**src/rtl/rxq_pkg.sv**
```systemverilog
// Shared types for the serial character receiver.
// Assumes: data bytes are at most 8 bits wide.
package rxq_pkg;

    // One stored character with its three condition flags.
    typedef struct packed {
        logic       brk;
        logic       fe;
        logic       pe;
        logic [7:0] data;
    } rx_entry_t;

    // Receiver framing states.
    typedef enum logic [2:0] {
        S_IDLE,
        S_START,
        S_DATA,
        S_PAR,
        S_STOP,
        S_XSTOP,
        S_WAITHI
    } rx_state_t;

endpackage

```
**src/rtl/rx_sync.sv**
```systemverilog
// Multi-flop synchroniser for the asynchronous serial line.
// Assumes: STAGES >= 2; the line idles high, so the flops reset to 1.
module rx_sync #(
    parameter int STAGES = 2
) (
    input  logic clk,
    input  logic rst_n,
    input  logic d,
    output logic q
);
    logic [STAGES-1:0] pipe;

    // Shift the raw line through the synchroniser chain.
    always_ff @(posedge clk) begin
        if (!rst_n) pipe <= '1;
        else        pipe <= {pipe[STAGES-2:0], d};
    end

    assign q = pipe[STAGES-1];
endmodule

```
**src/rtl/rx_frame.sv**
```systemverilog
// Character framing engine: start validation, mid-bit sampling,
// parity, stop and break evaluation. Pulses push for one clock with
// the finished entry.
// Assumes: rx is already synchronised; the config is stable during a frame.
module rx_frame
    import rxq_pkg::*;
#(
    parameter int OSR = 16
) (
    input  logic      clk,
    input  logic      rst_n,
    input  logic      tick,
    input  logic      rx,
    input  logic [1:0] cfg_len,
    input  logic      cfg_par_en,
    input  logic      cfg_par_odd,
    input  logic [1:0] cfg_stop,
    output logic      push,
    output rx_entry_t entry
);
    localparam int CW = $clog2(OSR);
    localparam logic [CW-1:0] HALF_M1 = CW'(OSR/2 - 1);
    localparam logic [CW-1:0] FULL_M1 = CW'(OSR - 1);

    rx_state_t     state;
    logic [CW-1:0] cnt;
    logic [2:0]    bit_idx;
    logic [7:0]    shreg;
    logic          par_acc;
    logic          zero_acc;
    logic [3:0]    nbits;
    logic [CW-1:0] x_last;
    logic          brk_now;

    assign nbits   = 4'd5 + {2'b00, cfg_len};
    assign x_last  = (cfg_stop == 2'd1) ? HALF_M1 : FULL_M1;
    assign brk_now = zero_acc & ~rx;

    // Frame state machine, advanced on oversample ticks only.
    always_ff @(posedge clk) begin
        if (!rst_n) begin
            state    <= S_IDLE;
            cnt      <= '0;
            bit_idx  <= '0;
            shreg    <= '0;
            par_acc  <= 1'b0;
            zero_acc <= 1'b0;
            push     <= 1'b0;
            entry    <= '0;
        end else begin
            push <= 1'b0;
            if (tick) begin
                unique case (state)
                    S_IDLE: if (!rx) begin
                        state <= S_START;
                        cnt   <= CW'(1);
                    end
                    S_START: if (cnt == HALF_M1) begin
                        cnt      <= '0;
                        bit_idx  <= '0;
                        shreg    <= '0;
                        par_acc  <= 1'b0;
                        zero_acc <= 1'b1;
                        state    <= rx ? S_IDLE : S_DATA;
                    end else cnt <= cnt + 1'b1;
                    S_DATA: if (cnt == FULL_M1) begin
                        cnt      <= '0;
                        shreg    <= {rx, shreg[7:1]};
                        par_acc  <= par_acc ^ rx;
                        zero_acc <= zero_acc & ~rx;
                        if ({1'b0, bit_idx} == nbits - 4'd1)
                            state <= cfg_par_en ? S_PAR : S_STOP;
                        else
                            bit_idx <= bit_idx + 1'b1;
                    end else cnt <= cnt + 1'b1;
                    S_PAR: if (cnt == FULL_M1) begin
                        cnt      <= '0;
                        par_acc  <= par_acc ^ rx;
                        zero_acc <= zero_acc & ~rx;
                        state    <= S_STOP;
                    end else cnt <= cnt + 1'b1;
                    S_STOP: if (cnt == FULL_M1) begin
                        cnt        <= '0;
                        push       <= 1'b1;
                        entry.brk  <= brk_now;
                        entry.fe   <= ~rx;
                        entry.pe   <= ~brk_now & cfg_par_en & (par_acc ^ cfg_par_odd);
                        entry.data <= brk_now ? 8'h00 : (shreg >> (4'd8 - nbits));
                        if (!rx)                  state <= S_WAITHI;
                        else if (cfg_stop == 2'd0) state <= S_IDLE;
                        else                      state <= S_XSTOP;
                    end else cnt <= cnt + 1'b1;
                    S_XSTOP: if (cnt == x_last) begin
                        cnt   <= '0;
                        state <= S_IDLE;
                    end else cnt <= cnt + 1'b1;
                    S_WAITHI: if (rx) state <= S_IDLE;
                    default: state <= S_IDLE;
                endcase
            end
        end
    end
endmodule

```
**src/rtl/rx_store.sv**
```systemverilog
// Character store: a DEPTH-entry queue in FIFO mode, or a single
// holding register (entry 0) in character mode. Owns the overrun flag.
// Assumes: a change of fifo_en flushes the contents.
module rx_store
    import rxq_pkg::*;
#(
    parameter int DEPTH = 16
) (
    input  logic                       clk,
    input  logic                       rst_n,
    input  logic                       fifo_en,
    input  logic                       push,
    input  rx_entry_t                  wentry,
    input  logic                       pop,
    input  logic                       ovr_clr,
    output rx_entry_t                  head,
    output logic [$clog2(DEPTH):0]     occ,
    output logic                       ovr
);
    localparam int AW = $clog2(DEPTH);
    localparam logic [AW:0]   FULL = (AW+1)'(DEPTH);
    localparam logic [AW-1:0] LAST = AW'(DEPTH - 1);

    rx_entry_t       mem [DEPTH];
    logic [AW-1:0]   rd_ptr, wr_ptr;
    logic            mode_q;
    logic            flush, do_pop, full, wr_en;
    logic [AW-1:0]   wr_addr;

    assign flush   = (mode_q != fifo_en);
    assign do_pop  = pop && (occ != '0);
    assign full    = fifo_en ? (occ == FULL) : (occ != '0);
    assign wr_en   = !flush && push && (!fifo_en || !full || do_pop);
    assign wr_addr = fifo_en ? wr_ptr : '0;
    assign head    = mem[rd_ptr];

    // Entry storage write port.
    always_ff @(posedge clk) begin
        if (wr_en) mem[wr_addr] <= wentry;
    end

    // Pointers, fill level, mode tracking and overrun flag.
    always_ff @(posedge clk) begin
        if (!rst_n) begin
            rd_ptr <= '0;
            wr_ptr <= '0;
            occ    <= '0;
            mode_q <= 1'b0;
            ovr    <= 1'b0;
        end else if (flush) begin
            rd_ptr <= '0;
            wr_ptr <= '0;
            occ    <= '0;
            mode_q <= fifo_en;
        end else begin
            if (ovr_clr) ovr <= 1'b0;
            if (push && full && !do_pop) ovr <= 1'b1;
            if (!fifo_en) begin
                if (push)        occ <= (AW+1)'(1);
                else if (do_pop) occ <= '0;
            end else begin
                if (wr_en)  wr_ptr <= (wr_ptr == LAST) ? '0 : wr_ptr + 1'b1;
                if (do_pop) rd_ptr <= (rd_ptr == LAST) ? '0 : rd_ptr + 1'b1;
                if (wr_en && !do_pop)      occ <= occ + 1'b1;
                else if (!wr_en && do_pop) occ <= occ - 1'b1;
            end
        end
    end
endmodule

```
**src/rtl/serial_rx_core.sv**
```systemverilog
// Top of the serial character receiver: synchroniser, framing engine,
// character store and interrupt request logic.
// Assumes: tick16 is a one-clock pulse at OSR times the bit rate.
module serial_rx_core
    import rxq_pkg::*;
#(
    parameter int DEPTH = 16,
    parameter int OSR   = 16
) (
    input  logic       clk,
    input  logic       rst_n,
    input  logic       tick16,
    input  logic       rxd,
    input  logic       fifo_en,
    input  logic [1:0] cfg_len,
    input  logic       cfg_par_en,
    input  logic       cfg_par_odd,
    input  logic [1:0] cfg_stop,
    input  logic [1:0] cfg_trig,
    input  logic       rd_pop,
    input  logic       ovr_clr,
    output logic [7:0] rd_data,
    output logic       rd_pe,
    output logic       rd_fe,
    output logic       rd_brk,
    output logic       data_rdy,
    output logic       overrun,
    output logic       irq_rx,
    output logic       irq_line
);
    localparam int AW = $clog2(DEPTH);
    localparam logic [AW:0] TRIG_A = (AW+1)'(1);
    localparam logic [AW:0] TRIG_B = (AW+1)'(DEPTH / 4);
    localparam logic [AW:0] TRIG_C = (AW+1)'(DEPTH / 2);
    localparam logic [AW:0] TRIG_D = (AW+1)'(DEPTH - 2);

    logic        rx_s;
    logic        push;
    rx_entry_t   wentry, head;
    logic [AW:0] occ;
    logic [AW:0] trig_lvl;

    rx_sync #(.STAGES(2)) u_sync (
        .clk(clk), .rst_n(rst_n), .d(rxd), .q(rx_s)
    );

    rx_frame #(.OSR(OSR)) u_frame (
        .clk(clk), .rst_n(rst_n), .tick(tick16), .rx(rx_s),
        .cfg_len(cfg_len), .cfg_par_en(cfg_par_en), .cfg_par_odd(cfg_par_odd),
        .cfg_stop(cfg_stop), .push(push), .entry(wentry)
    );

    rx_store #(.DEPTH(DEPTH)) u_store (
        .clk(clk), .rst_n(rst_n), .fifo_en(fifo_en), .push(push),
        .wentry(wentry), .pop(rd_pop), .ovr_clr(ovr_clr),
        .head(head), .occ(occ), .ovr(overrun)
    );

    // Select the FIFO interrupt threshold.
    always_comb begin
        unique case (cfg_trig)
            2'd0:    trig_lvl = TRIG_A;
            2'd1:    trig_lvl = TRIG_B;
            2'd2:    trig_lvl = TRIG_C;
            default: trig_lvl = TRIG_D;
        endcase
    end

    assign data_rdy = (occ != '0);
    assign rd_data  = head.data;
    assign rd_pe    = head.pe;
    assign rd_fe    = head.fe;
    assign rd_brk   = head.brk;
    assign irq_rx   = fifo_en ? (occ >= trig_lvl) : data_rdy;
    assign irq_line = overrun | (data_rdy & (head.pe | head.fe | head.brk));
endmodule

```
**config.mk**
```make
export PLATFORM = sky130hd
export DESIGN_NAME = serial_rx_core
export DESIGN_NICKNAME = d
export VERILOG_FILES = /design/src/rtl/rxq_pkg.sv /design/src/rtl/rx_sync.sv /design/src/rtl/rx_frame.sv /design/src/rtl/rx_store.sv /design/src/rtl/serial_rx_core.sv
export SDC_FILE = /design/constraint.sdc
export NUM_CORES = 1
export LEC_CHECK = 0
export BUFFER_PORTS_ARGS = -buffer_cell sky130_fd_sc_hd__buf_2
export CORE_ASPECT_RATIO = 0.5
export CORE_MARGIN = 10
export CORE_UTILIZATION = 50
export DETAILED_ROUTE_END_ITERATION = 10
export GPL_ROUTABILITY_DRIVEN = 0
export PLACE_DENSITY = 0.64
export SLEW_MARGIN = 10
export SYNTH_ARGS = -nofsm -noshare
export SYNTH_HDL_FRONTEND = slang
export SYNTH_HIERARCHICAL = 1
export SYNTH_SLANG_ARGS = --single-unit
```
**constraint.sdc**
```tcl
create_clock -name clk -period 3.4 [get_ports clk]
set_clock_uncertainty 0.1 [all_clocks]
set_input_delay 0.17 -clock clk [delete_from_list [all_inputs] [get_ports clk]]
set_output_delay 0.17 -clock clk [all_outputs]
set_load 0.02 [all_outputs]
```
==> impl_metrics.tcl <==
set metrics [dict create \
    path_cells "mux4_2 -> mux4_2 -> or3_1 -> a21o_1 -> buf_2" \
    slew_viol_final 0 \
    async_reset_ff_share_pct 0 \
    cap_violations 0 \
    synth_top_area_share_pct 54.43 \
    cp-start-kind "flop" \
    cts_buffer_depth 3 \
    grtUsageTotal_pct 15.11 \
    nFillCells 1478 \
    yosys_warnings 6 \
    ant_nets 0 \
    area_growth_pct 12.55 \
    crit_required_ns 3.13 \
    power_density_nw_per_um2 489.4 \
    cp-end-kind "output port" \
    rsz0062_at_grt "false" \
    htree_levels 1 \
    dpl_cell_area_um2 10190 \
    fp.dieW_um 217.1 \
    grt_pass1_vias 5329 \
    seqPwrFrac_pct 56.1 \
    yosys.area.top_type "edfxtp_1" \
    vias 5551 \
    switching_share_pct 20.22 \
    worstReg2RegStart "u_store/occ[2]" \
    max_freq_mhz 314.6 \
    final_cell_area_um2 10930 \
    whs_endpoint "u_frame/state[2]" \
    synth.top_cells.by_area "edfxtp_1, mux4_2, dfxtp_1" \
    final-seq-area_um2 6351 \
    cts_root_buffer "clkbuf_16" \
    p_leak_nw 4.011 \
    setup_viol 0 \
    start_util_pct 51.80 \
    numCtsBuffers 21 \
    coreArea_um2 18740 \
    ys_types 69 \
    pwr-share-clk_pct 41.1 \
    antenna_found_initial 0 \
    antenna_cells 0 \
    syn_avg_cell_area_um2 15.31 \
    crit_fanout 15 \
    grt_pass1_wl_um 30970 \
    syn-num-nets 662 \
    port_buffers 29 \
    first_iter_violations 491 \
    setup_ws_ns 0.2218 \
    grt_max_degree 29 \
    outcome "completed" \
    rrSetupSlack_ns 0.53 \
    crit_slowest_cell "mux4_2" \
    dieArea_um2 25730 \
    finalPower_mw 5.348 \
    synth_edf_count 176 \
    cp_data_arrival_time_ns 2.91 \
    ir_drop_mv 0.3247 \
    holdCritPathClass "in2reg" \
    r2r-end "u_store/occ[4]" \
    wl_per_cell_um 20.38 \
    tightestPinTransition_ns 0.7990 \
    drt_pass1_iterations 5 \
    syn_area_um2 9709 \
    combPwrFrac_pct 2.7 \
    drive_gt1_share_pct 22.59 \
    drc_errors 0 \
    setup-tns-final_ns 0 \
    grt_overflow 0 \
    crit_path_max_incr_delay_ns 0.55 \
    period_share_pct 93.48 \
    synth_flop_cell "edfxtp_1" \
    hold_depth 4 \
    routed_wirelength_um 19440 \
    switchingPower_mw 1.081 \
    final_hold_viol_count 0 \
    final_util_pct 58.30 \
    critical_path.most_common_cell "mux4_2" \
    dpl.hpwl_um 12570 \
    finalNetCount 709 \
    min_from "cfg_stop[0]" \
    cts_tree "built" \
    ys_seq_area_share_pct 65.36 \
    die_h_um 118.5 \
    p_int_mw 4.267 \
    vias_per_cell 5.819 \
    multiInputGateArea_um2 3163 \
    pre_cts_ws_ns 0.5613 \
    clock-sinks 229 \
    min_period_ns 3.178 \
    slew_headroom_pct 46.66 \
    ff2ff_path_depth 8 \
    synth-seq-cells 229 \
    synthCells 634 \
    num_io_pins 30 \
    rows 35 \
    crit_type "reg2out" \
    path_clk_slew_ns 0.06 \
    clk_latency_ns 0.48 \
]
## metrics by stage
step / hold WS, ns / instances
2_1_floorplan: 0.1430 / 634
3_3_place_gp: 0.2512 / 908
3_5_place_dp: 0.2634 / 908
4_1_cts: 0.07854 / 954
5_1_grt: 0.1081 / 954
6_report: 0.1066 / 954
## worst max-delay path, delay by kind of cell, from the launching register on
| family | cells | cell delay [ns] |
|---|---|---|
| flip-flops | 1 | 0.53 |
| AND/OR/NAND/NOR | 1 | 0.50 |
| multiplexers | 2 | 1.02 |
| buffers and inverters | 1 | 0.15 |
| AO/OA/AOI/OAI | 1 | 0.21 |
## routing by layer
metal / GRT usage [%] / wire, µm / up-vias
li1: - / - / 2577
met1: 22.22 / 9261 / 2791
met2: 23.32 / 8800 / 163
met3: 2.648 / 1136 / 20
met4: 2.518 / 246 / 0
met5: 0 / 0 / -
## cell usage in the layout (no fill, tap or decap), types with 3 or more instances in the layout
master and instances:
o211ai_1 3, o2111ai_1 3, nor3_1 7, nand4_1 5, nor3b_1 3, buf_2 29, edfxtp_1 176, mux4_2 56
dlygate4sd3_1 9, and3_1 4, xnor2_1 6, xor2_1 4, mux2_2 3, clkinv_1 4, a21oi_1 40, inv_1 9
and2_1 5, clkinv_2 3, a21o_1 3, nand2b_1 11, mux2i_1 10, clkbuf_16 21, a211oi_1 4, clkbuf_1 4
dfxtp_1 51, ha_1 12, nor2b_1 4, nand3_1 23, inv_6 3, buf_4 22, nand3b_1 5, nand2_1 41
o21a_1 3, o21ai_0 16, nor2_1 40, a31oi_1 5
## synthesized netlist by cell type (9+ instances only)
cell and number:
nand2b_1 11, mux2i_1 10, edfxtp_1 176, buf_2 15
clkbuf_1 14, inv_1 9, dfxtp_1 53, ha_1 12
nor2_1 40, nand3_1 23, o21ai_0 16, nand2_1 41
a21oi_1 40, mux4_2 56
## repair_timing
item / CTS / global route
hold buffers: 9 / 0
endpoints found under the hold margin: 13 / 0
endpoints found under the setup margin: 0 / 8
resized for setup: 0 / 2
setup buffers: 0 / 0
## how the worst max path moves through the flow
| stage | end | slack, ns | cells after the start |
|---|---|---|---|
| 2_1_floorplan | irq_line | 0.48 | 6 |
| 3_3_place_gp | u_store/occ[4] | 0.57 | 8 |
| 3_5_place_dp | u_store/occ[4] | 0.56 | 8 |
| 4_1_cts | irq_line | 0.05 | 5 |
| 5_1_grt | irq_line | 0.14 | 5 |
| 6_report | irq_line | 0.22 | 5 |
## state kept, by name, indices dropped and copies added, names as in the netlist, named ones only
signal            cells
u_frame/bit_idx       3
u_sync/pipe           2
u_frame/push          1
u_frame/entry        11
u_store/occ           5
u_frame/state         3
u_frame/zero_acc      1
u_store/ovr           1
u_store/mem         176
u_frame/cnt           4
u_store/wr_ptr        4
u_store/mode_q        1
u_frame/shreg         8
u_frame/par_acc       1
u_store/rd_ptr        4
## final cells by class
| class | instances | share of cell area, % |
|---|---|---|
| inverter | 10 | 0.3435 |
| timing repair buffer | 61 | 3.767 |
| tap | 259 | 2.965 |
| multi-input combinational | 358 | 28.94 |
| clock inverter | 12 | 0.9160 |
| sequential | 229 | 58.12 |
| clock buffer | 25 | 4.946 |
## logic make-up after synthesis
kind of cell | Yosys count | synth area share (%)
buf+inv | 47 | 2.229
compound gates | 94 | 6.057
flops | 229 | 65.36
mux | 70 | 14.52
fa+ha+maj | 13 | 1.753
xor+xnor | 11 | 1.070
simple gates | 170 | 9.008
## power by group through the flow
stage	Clock [mW]	Sequential [mW]	Combinational, mW
floorplan	0	3.04	0.129
global placement	0	3.06	0.136
detailed placement	0	3.06	0.138
CTS	2.24	3.00	0.145
global route	2.39	3.00	0.164
finish	2.20	3.00	0.146
Power figures use the tool's default switching activity.
